$ cat src/rtl/pgate_proxy_pkg.sv
package pgate_proxy_pkg;
   localparam int unsigned NUM_DOM     = 3;
   localparam int unsigned WORD_W      = 32;
   localparam int unsigned CMD_GO_BIT  = 31;
   localparam int unsigned CMD_DOM_LSB = 28;
   localparam int unsigned CMD_OP_BIT  = 24;

   typedef enum logic [1:0] {
      DOM_BLIT  = 2'd0,
      DOM_REND  = 2'd1,
      DOM_MEDIA = 2'd2,
      DOM_ALL   = 2'd3
   } dom_code_e;

   typedef enum logic {
      OP_WR = 1'b0,
      OP_RD = 1'b1
   } op_code_e;

   typedef enum logic [1:0] {
      SQ_IDLE = 2'd0,
      SQ_WAKE = 2'd1,
      SQ_XFER = 2'd2,
      SQ_REL  = 2'd3
   } seq_state_e;
endpackage

$ cat src/rtl/pgate_win_regs.sv
module pgate_win_regs
   import pgate_proxy_pkg::*;
#(
   parameter int unsigned HADDR_W  = 12,
   parameter int unsigned OFFS_W   = 24,
   parameter int unsigned DATA_OFF = 'hF00,
   parameter int unsigned CMD_OFF  = 'hF04
) (
   input  logic               clk,
   input  logic               rst_n,
   input  logic               hst_en,
   input  logic               hst_we,
   input  logic [HADDR_W-1:0] hst_addr,
   input  logic [WORD_W-1:0]  hst_wdata,
   output logic [WORD_W-1:0]  hst_rdata,
   input  logic               seq_busy,
   input  logic               rd_cap,
   input  logic [WORD_W-1:0]  rd_word,
   output logic               start,
   output dom_code_e          cmd_dom,
   output op_code_e           cmd_op,
   output logic [OFFS_W-1:0]  cmd_offs,
   output logic [WORD_W-1:0]  data_word
);
   localparam logic [HADDR_W-1:0] DATA_A = HADDR_W'(DATA_OFF);
   localparam logic [HADDR_W-1:0] CMD_A  = HADDR_W'(CMD_OFF);

   logic              sel_data, sel_cmd, wr_data;
   logic [WORD_W-1:0] cmd_view;

   assign sel_data = (hst_addr == DATA_A);
   assign sel_cmd  = (hst_addr == CMD_A);
   assign start    = hst_en && hst_we && sel_cmd && hst_wdata[CMD_GO_BIT] && !seq_busy;
   assign wr_data  = hst_en && hst_we && sel_data && !seq_busy;

   always_ff @(posedge clk or negedge rst_n) begin
      if (!rst_n) begin
         cmd_dom  <= DOM_BLIT;
         cmd_op   <= OP_WR;
         cmd_offs <= '0;
      end else if (start) begin
         cmd_dom  <= dom_code_e'(hst_wdata[CMD_DOM_LSB +: 2]);
         cmd_op   <= op_code_e'(hst_wdata[CMD_OP_BIT]);
         cmd_offs <= hst_wdata[OFFS_W-1:0];
      end
   end

   always_ff @(posedge clk or negedge rst_n) begin
      if (!rst_n)       data_word <= '0;
      else if (rd_cap)  data_word <= rd_word;
      else if (wr_data) data_word <= hst_wdata;
   end

   always_comb begin
      cmd_view                       = '0;
      cmd_view[CMD_GO_BIT]           = seq_busy;
      cmd_view[CMD_DOM_LSB +: 2]     = cmd_dom;
      cmd_view[CMD_OP_BIT]           = cmd_op;
      cmd_view[OFFS_W-1:0]           = cmd_offs;
   end

   always_comb begin
      if (sel_data)     hst_rdata = data_word;
      else if (sel_cmd) hst_rdata = cmd_view;
      else              hst_rdata = '0;
   end

   // command fields frozen while an access is pending
   p_cmd_hold_r9: assert property (@(posedge clk) disable iff (!rst_n)
      seq_busy |=> ($stable(cmd_offs) && $stable(cmd_op) && $stable(cmd_dom)))
      else $error("command changed while busy");

   // data word only changes by capture while busy
   p_data_hold_r9: assert property (@(posedge clk) disable iff (!rst_n)
      (seq_busy && !rd_cap) |=> $stable(data_word))
      else $error("data word changed while busy");
endmodule

$ cat src/rtl/pgate_dom_decode.sv
module pgate_dom_decode
   import pgate_proxy_pkg::*;
(
   input  dom_code_e          code,
   output logic [NUM_DOM-1:0] mask
);
   for (genvar d = 0; d < NUM_DOM; d++) begin : g_dom
      assign mask[d] = (code == DOM_ALL) || (code == dom_code_e'(d));
   end

   // a decoded mask names one domain or all of them
   always_comb begin
      p_mask_shape_r4: assert (($countones(mask) == 1) || (mask == {NUM_DOM{1'b1}}))
         else $error("bad domain mask");
   end
endmodule

$ cat src/rtl/pgate_access_seq.sv
module pgate_access_seq
   import pgate_proxy_pkg::*;
#(
   parameter int unsigned ACK_SYNC = 2
) (
   input  logic               clk,
   input  logic               rst_n,
   input  logic               start,
   input  logic [NUM_DOM-1:0] dom_mask,
   input  op_code_e           cmd_op,
   input  logic [NUM_DOM-1:0] wake_ack,
   input  logic               dn_ack,
   output logic [NUM_DOM-1:0] wake_req,
   output logic               dn_req,
   output logic               rd_cap,
   output logic               busy
);
   seq_state_e         state_q, state_d;
   logic [NUM_DOM-1:0] ack_s;

   if (ACK_SYNC == 0) begin : g_nosync
      assign ack_s = wake_ack;
   end else begin : g_sync
      logic [NUM_DOM-1:0] chain_q [ACK_SYNC];
      always_ff @(posedge clk or negedge rst_n) begin
         if (!rst_n) begin
            for (int i = 0; i < ACK_SYNC; i++) chain_q[i] <= '0;
         end else begin
            chain_q[0] <= wake_ack;
            for (int i = 1; i < ACK_SYNC; i++) chain_q[i] <= chain_q[i-1];
         end
      end
      assign ack_s = chain_q[ACK_SYNC-1];
   end

   always_comb begin
      state_d = state_q;
      unique case (state_q)
         SQ_IDLE: if (start) state_d = SQ_WAKE;
         SQ_WAKE: if ((ack_s & dom_mask) == dom_mask) state_d = SQ_XFER;
         SQ_XFER: if (dn_ack) state_d = SQ_REL;
         SQ_REL:  if ((ack_s & dom_mask) == '0) state_d = SQ_IDLE;
         default: state_d = SQ_IDLE;
      endcase
   end

   always_ff @(posedge clk or negedge rst_n) begin
      if (!rst_n) state_q <= SQ_IDLE;
      else        state_q <= state_d;
   end

   assign busy     = (state_q != SQ_IDLE);
   assign dn_req   = (state_q == SQ_XFER);
   assign wake_req = ((state_q == SQ_WAKE) || (state_q == SQ_XFER)) ? dom_mask : '0;
   assign rd_cap   = (state_q == SQ_XFER) && dn_ack && (cmd_op == OP_RD);

   // downstream access opens only after all selected domains acknowledged
   p_xfer_after_ack_r5: assert property (@(posedge clk) disable iff (!rst_n)
      $rose(dn_req) |-> $past((ack_s & dom_mask) == dom_mask))
      else $error("access started before wake");

   // target completion releases the wake requests at the next edge
   p_release_r8: assert property (@(posedge clk) disable iff (!rst_n)
      (dn_req && dn_ack) |=> (wake_req == '0 && !dn_req))
      else $error("wake not released");

   // busy clears only once synchronised acks are all low
   p_busy_clear_r8: assert property (@(posedge clk) disable iff (!rst_n)
      $fell(busy) |-> $past((ack_s & dom_mask) == '0))
      else $error("busy cleared with ack high");
endmodule

$ cat src/rtl/pgate_reg_proxy.sv
module pgate_reg_proxy
   import pgate_proxy_pkg::*;
#(
   parameter int unsigned HADDR_W  = 12,
   parameter int unsigned OFFS_W   = 24,
   parameter int unsigned DATA_OFF = 'hF00,
   parameter int unsigned CMD_OFF  = 'hF04,
   parameter int unsigned ACK_SYNC = 2
) (
   input  logic               clk,
   input  logic               rst_n,
   input  logic               hst_en,
   input  logic               hst_we,
   input  logic [HADDR_W-1:0] hst_addr,
   input  logic [31:0]        hst_wdata,
   output logic [31:0]        hst_rdata,
   output logic [NUM_DOM-1:0] wake_req,
   input  logic [NUM_DOM-1:0] wake_ack,
   output logic               dn_req,
   output logic               dn_we,
   output logic [OFFS_W-1:0]  dn_addr,
   output logic [31:0]        dn_wdata,
   input  logic [31:0]        dn_rdata,
   input  logic               dn_ack
);
   initial begin
      if (OFFS_W < 3 || OFFS_W > 24)
         $fatal(1, "OFFS_W must lie in 3..24");
      if (DATA_OFF == CMD_OFF || (DATA_OFF % 4) != 0 || (CMD_OFF % 4) != 0)
         $fatal(1, "window offsets must differ and be word aligned");
      if (DATA_OFF >= (1 << HADDR_W) || CMD_OFF >= (1 << HADDR_W))
         $fatal(1, "window offsets exceed host address width");
   end

   logic               start, busy, rd_cap;
   dom_code_e          cmd_dom;
   op_code_e           cmd_op;
   logic [OFFS_W-1:0]  cmd_offs;
   logic [31:0]        data_word;
   logic [NUM_DOM-1:0] dom_mask;

   pgate_win_regs #(
      .HADDR_W (HADDR_W),
      .OFFS_W  (OFFS_W),
      .DATA_OFF(DATA_OFF),
      .CMD_OFF (CMD_OFF)
   ) u_win (
      .clk      (clk),
      .rst_n    (rst_n),
      .hst_en   (hst_en),
      .hst_we   (hst_we),
      .hst_addr (hst_addr),
      .hst_wdata(hst_wdata),
      .hst_rdata(hst_rdata),
      .seq_busy (busy),
      .rd_cap   (rd_cap),
      .rd_word  (dn_rdata),
      .start    (start),
      .cmd_dom  (cmd_dom),
      .cmd_op   (cmd_op),
      .cmd_offs (cmd_offs),
      .data_word(data_word)
   );

   pgate_dom_decode u_dec (
      .code(cmd_dom),
      .mask(dom_mask)
   );

   pgate_access_seq #(
      .ACK_SYNC(ACK_SYNC)
   ) u_seq (
      .clk     (clk),
      .rst_n   (rst_n),
      .start   (start),
      .dom_mask(dom_mask),
      .cmd_op  (cmd_op),
      .wake_ack(wake_ack),
      .dn_ack  (dn_ack),
      .wake_req(wake_req),
      .dn_req  (dn_req),
      .rd_cap  (rd_cap),
      .busy    (busy)
   );

   assign dn_we    = (cmd_op == OP_WR);
   assign dn_addr  = cmd_offs;
   assign dn_wdata = data_word;

   // nothing is requested while the block is idle
   p_idle_quiet_r1: assert property (@(posedge clk) disable iff (!rst_n)
      !busy |-> (wake_req == '0 && !dn_req))
      else $error("request while idle");

   // downstream beat held steady until acknowledged
   p_beat_hold_r6: assert property (@(posedge clk) disable iff (!rst_n)
      (dn_req && !dn_ack) |=> (dn_req && $stable(dn_addr) && $stable(dn_we) && $stable(dn_wdata)))
      else $error("downstream beat changed before ack");

   // wake requests name one domain or all
   p_wake_shape_r4: assert property (@(posedge clk) disable iff (!rst_n)
      $onehot0(wake_req) || ($countones(wake_req) == NUM_DOM))
      else $error("bad wake pattern");
endmodule

$ cat config.mk
export PLATFORM = sky130hd
export DESIGN_NAME = pgate_reg_proxy
export DESIGN_NICKNAME = d
export VERILOG_FILES = /design/src/rtl/pgate_proxy_pkg.sv /design/src/rtl/pgate_win_regs.sv /design/src/rtl/pgate_dom_decode.sv /design/src/rtl/pgate_access_seq.sv /design/src/rtl/pgate_reg_proxy.sv
export SDC_FILE = /design/constraint.sdc
export NUM_CORES = 1
export LEC_CHECK = 0
export BUFFER_PORTS_ARGS = -buffer_cell sky130_fd_sc_hd__buf_2
export CAP_MARGIN = 20
export CORE_MARGIN = 2
export CORE_UTILIZATION = 50
export CTS_BUF_LIST = sky130_fd_sc_hd__clkbuf_8
export CTS_CLUSTER_DIAMETER = 50
export CTS_CLUSTER_SIZE = 25
export DETAILED_ROUTE_END_ITERATION = 10
export GPL_TIMING_DRIVEN = 0
export HOLD_SLACK_MARGIN = 0.12
export PLACE_DENSITY = 0.86
export SLEW_MARGIN = 15
export SYNTH_ARGS = -nofsm -noshare
export SYNTH_HDL_FRONTEND = slang
export SYNTH_SLANG_ARGS = --single-unit
$ cat constraint.sdc
create_clock -name clk -period 4.2 [get_ports clk]
set_input_delay 0.63 -clock clk [delete_from_list [all_inputs] [get_ports clk]]
set_output_delay 0.63 -clock clk [all_outputs]
set_load 0.01 [all_outputs]
# [After elaboration in Yosys (flattened, before gate mapping)]
# Index checks and enable logic that the tools add are counted.
[totals] regBits=67 out_inout_bits=93 elab_cells=51
[op_classes] eq_ne=13 n_mux=10 bitwise=2 n_reduce_logical=19
[op_table] op="$mux 32" n=4
[op_table] op="$eq 12x12->1 const B" n=2
[op_table] op="$eq 2x2->1 const B" n=4
[op_table] op="$logic_and 1x1->1" n=8
[op_table] op="$mux 2" n=4
[op_table] op="$pmux 2 s4" n=1
[op_table] op="$ne 2x1->1 const B" n=3
[op_table] op="$eq 2x1->1 const B" n=2
[op_table] op="$logic_not 2->1" n=2
[op_table] op="$logic_or 1x1->1" n=4
[op_table] op="$reduce_and 4->1" n=1
[op_table] op="$reduce_bool 2->1" n=2
[op_table] op="$and 3x3->3" n=1
[op_table] op="$eq 3x3->1" n=1
[op_table] op="$logic_not 3->1" n=1
[op_table] op="$mux 3" n=1
[op_table] op="$ne 2x2->1 const B" n=1
[op_table] op="$logic_not 1->1" n=1
[op_table] op="$not 1->1" n=1

# [Depth between registers and ports, before layout]
[logic_depth] depth_word=6 ltp_mapped=7 depth_no_buf=6

# [Cells and area by module]
# A second synthesis with hierarchy kept.
[hier_totals] hier_cells=364 area_unflattened_um2=3798.6
[modules_own_cells] module="pgate_win_regs" n_inst=1 cells_each=324 area_per_inst_um2=3353.2 seq_area_each_um2=1476.4
[modules_own_cells] module="pgate_access_seq" n_inst=1 cells_each=32 area_per_inst_um2=384.1 seq_area_each_um2=200.2
[modules_own_cells] module="pgate_dom_decode" n_inst=1 cells_each=7 area_per_inst_um2=57.6 seq_area_each_um2=0.0
[modules_own_cells] module="pgate_reg_proxy" n_inst=1 cells_each=1 area_per_inst_um2=3.8 seq_area_each_um2=0.0

# [Worst setup path after synthesis]
# Ideal clock, no wire load.
[synth_timing] path_kind="input to output" start="input hst_addr[5]" end="output hst_rdata[10]" t_arrival_ns=2.229 setup_slack_ns=1.341 cell_stages=4 n_path_buf=1 path_cell_list="or4_4 nor4_1 clkbuf_1 a22o_1"
[synth_via] elab_chain_cells=3 elab_cells_between_ends=4 classes_between="2 x eq/ne; 2 x mux"
[synth_lines] item="start: declaration" line_no="pgate_reg_proxy.sv:14" source="input logic [HADDR_W-1:0] hst_addr,"
[synth_lines] item="$eq 12x12->1" line_no="pgate_win_regs.sv:32" source="assign sel_cmd = (hst_addr == CMD_A);"
[synth_lines] item="$mux 32" line_no="pgate_win_regs.sv:64" source="else if (sel_cmd) hst_rdata = cmd_view;"
[synth_lines] item="$mux 32 (*)" line_no="pgate_win_regs.sv:63" source="if (sel_data) hst_rdata = data_word;"
[synth_lines] item="end: declaration" line_no="pgate_reg_proxy.sv:16" source="output logic [31:0] hst_rdata,"
# Every way passes the cells marked *; elsewhere a longest branch is shown, timed or not.

# [Final worst setup path]
[layout_timing] start="input hst_addr[5]" end="output hst_rdata[9]"
# Same word-level chain as after synthesis.

==> out/results.ini <==
[outcome]
status=completed

[power_and_ir_drop]
swShare_pct=23.77
pwr-share-seq_pct=45.3
peakVddDrop_mv=0.2191
totalPowerFinal_uw=1485
leakagePower_uw=0.002655
p_clk_share_pct=40.5
p_sw_uw=353.0
p_per_area_nw_per_um2=322.4
p_int_uw=1132
power_frac_comb_pct=14.2

[sta]
max_clock_freq_mhz=280.4
tightest_slew_ns=0.9375
period_needed_ns=3.567
fin_skew_ns=0.01372
report.final.slew_viol_count=0
fin_ws_ns=0.6331
min_period_over_period_pct=84.93
rsz0062_at_grt=false
fin_setup_tns_ns=0
setup_violations=0
hold_viol_final=0
slew_headroom_pct=36.92

[synthesis]
synth_cells=251
async_reset_ff_share_pct=100.0
synth-main-ff-cell=dfrtp_1
yosys_warnings=0
synth_seq_area_share_pct=49.61
synth_area_sq_um=3379
synth_nets=342
synth.area.top_cells=dfrtp_1 50%, mux2_2 31%, a22o_1 7.3%
synth_common_cells=92 x mux2_2, 67 x dfrtp_1, 28 x a22o_1
synthDistinctLibCells=28
synth_most_common_cell=mux2_2
synth_edf_count=0
ys_seq_elements=67
yosys.area.top_type=dfrtp_1
avgSynthCellArea_sq_um=13.46
synth_top_cell_area_share_pct=49.61

[grt]
grt_max_degree=35
grt_pass1_vias=2959
track_usage_pct=25.34
antenna_found_initial=0
grt_pass1_wl_um=14350
overflow=0

[detailed_routing]
routedWlPerCell_um=17.74
totalWireLength_um=9244
postRouteAntennaNets=0
first_pass_iters=4
routed_via_density=5.424
vias=2826
drcViolationCount=0
drtIter0Drc=53

[min_path]
hp-class=in2async

[cts]
cts_buffer_depth=2
worstSkewPairLatency_ns=0.34
post_cts_buffers=0
ctsResizeCount=0
cts_buffers=9
cts-root-buf=clkbuf_8
clk_pin_slew_ns=0.08
cts_sinks=67
cts.htree.levels=3
ctsHoldBuffers=0
cts_tree=built

[floorplanning]
die_h_um=86.22
fp.dieW_um=86.22
core_area_sq_um=6459
io_pins=177
rows=29
die_area_sq_um=7433
initial_core_util_pct=52.32

[placed_design]
place_hpwl_um=7041
io_buffers=176
postPlaceCellArea_sq_um=4379
post-place-ws_ns=0.6483
gp_congestion=0.7848

[cells_and_area]
fin_nets=530
fin_area_sq_um=4606
n_antenna_cell=0
fill_cells=455
drive_gt1_share_pct=65.77
seq_area_sq_um=1677
multiInputGateArea_sq_um=1599
syn2layout_area_growth_pct=36.28
utilization_pct=71.31

[worst_setup_path]
cp-start-kind=primary input
startpoint=hst_addr[5]
path_max_fanout=10
cp-end-kind=primary output
crit_required_ns=3.57
r2r_start=u_seq.state_q[0]$_DFFE_PN0P_
r2r_cells=7
arrival_ns=2.94
path_class=in2out

[flow_run]
drv_cap=0

final timing paths:
kind / to / slack, ns
max: hst_rdata[9] / 0.63
min: u_seq.state_q[1]$_DFFE_PN0P_ / 0.23
max reg2reg: u_win.data_word[17]$_DFFE_PN0P_ / 1.73
min reg2reg: u_seq.ack_s[0]$_DFF_PN0_ / 0.36
max in group asynchronous: u_win.cmd_offs[9]$_DFFE_PN0P_ / 3.43
min in group clk: u_seq.ack_s[0]$_DFF_PN0_ / 0.36
flip-flops by register name (all words and copies together) (netlist names):
name / flops
u_win.cmd_dom: 2
u_seq.ack_s: 3
u_win.data_word: 32
u_win.cmd_op: 1
u_win.cmd_offs: 24
u_seq.g_sync.chain_q: 3
u_seq.state_q: 2
critical path: stages:
cell and delay (ns):
buf_2 0.09, or4_4 0.55, nor4_1 0.82, clkbuf_1 0.47, a22o_1 0.24, buf_2 0.13
cell type report:
class | count | area share (%)
Sequential cell | 67 | 36.40
Multi-Input combinational cell | 161 | 34.72
Timing Repair Buffer | 177 | 19.61
Clock buffer | 11 | 3.287
Tap cell | 77 | 2.092
Clock inverter | 5 | 1.630
Buffer | 14 | 1.521
Inverter | 9 | 0.7335
layer usage:
layer | wire (um) | part of all wire (%) | track usage, % | up-vias
met5 | 0 | 0 | 0 | -
met4 | 108 | 1.2 | 8.381 | 0
met3 | 761 | 8.2 | 6.952 | 9
met2 | 4646 | 50 | 45.60 | 140
met1 | 3728 | 40 | 29.18 | 1367
li1 | - | - | - | 1310
kinds of logic after synthesis:
logic type               synth area share [%]
multiplexers                            30.66
AND/OR/NAND/NOR                         4.406
buffers and inverters                   3.073
AO/OA/AOI/OAI                           9.663
adder cells (fa/ha/maj)                 2.592
flip-flops                              49.61
power groups by stage:
stage / combinational (uW) / sequential [uW] / clock, uW
after global routing: 234 / 675 / 644
after global placement: 203 / 684 / 0
after CTS: 215 / 673 / 611
final: 211 / 673 / 602
after detailed placement: 213 / 685 / 0
after floorplan: 121 / 683 / 0
placed cells by master, fill, tap and decap left out, types with 2 or more instances in the layout:
cell type	count
a22o_1	28
a31oi_1	3
and2_1	6
buf_2	177
buf_6	2
bufinv_16	2
clkbuf_1	10
clkbuf_8	11
clkinv_2	3
dfrtp_1	67
ha_1	7
inv_1	9
mux2_2	92
nand2_1	2
nand4_1	2
nor2_1	3
nor4_1	2
o21a_1	2
o21bai_1	2
stage by stage:
step,hold WS (ns),instances
after floorplan,0.3312,251
after global placement,0.3317,504
after detailed placement,0.3443,505
after CTS,0.2367,521
after global routing,0.2535,521
final,0.2277,521
Note: power is estimated with default switching activity, not from simulation.
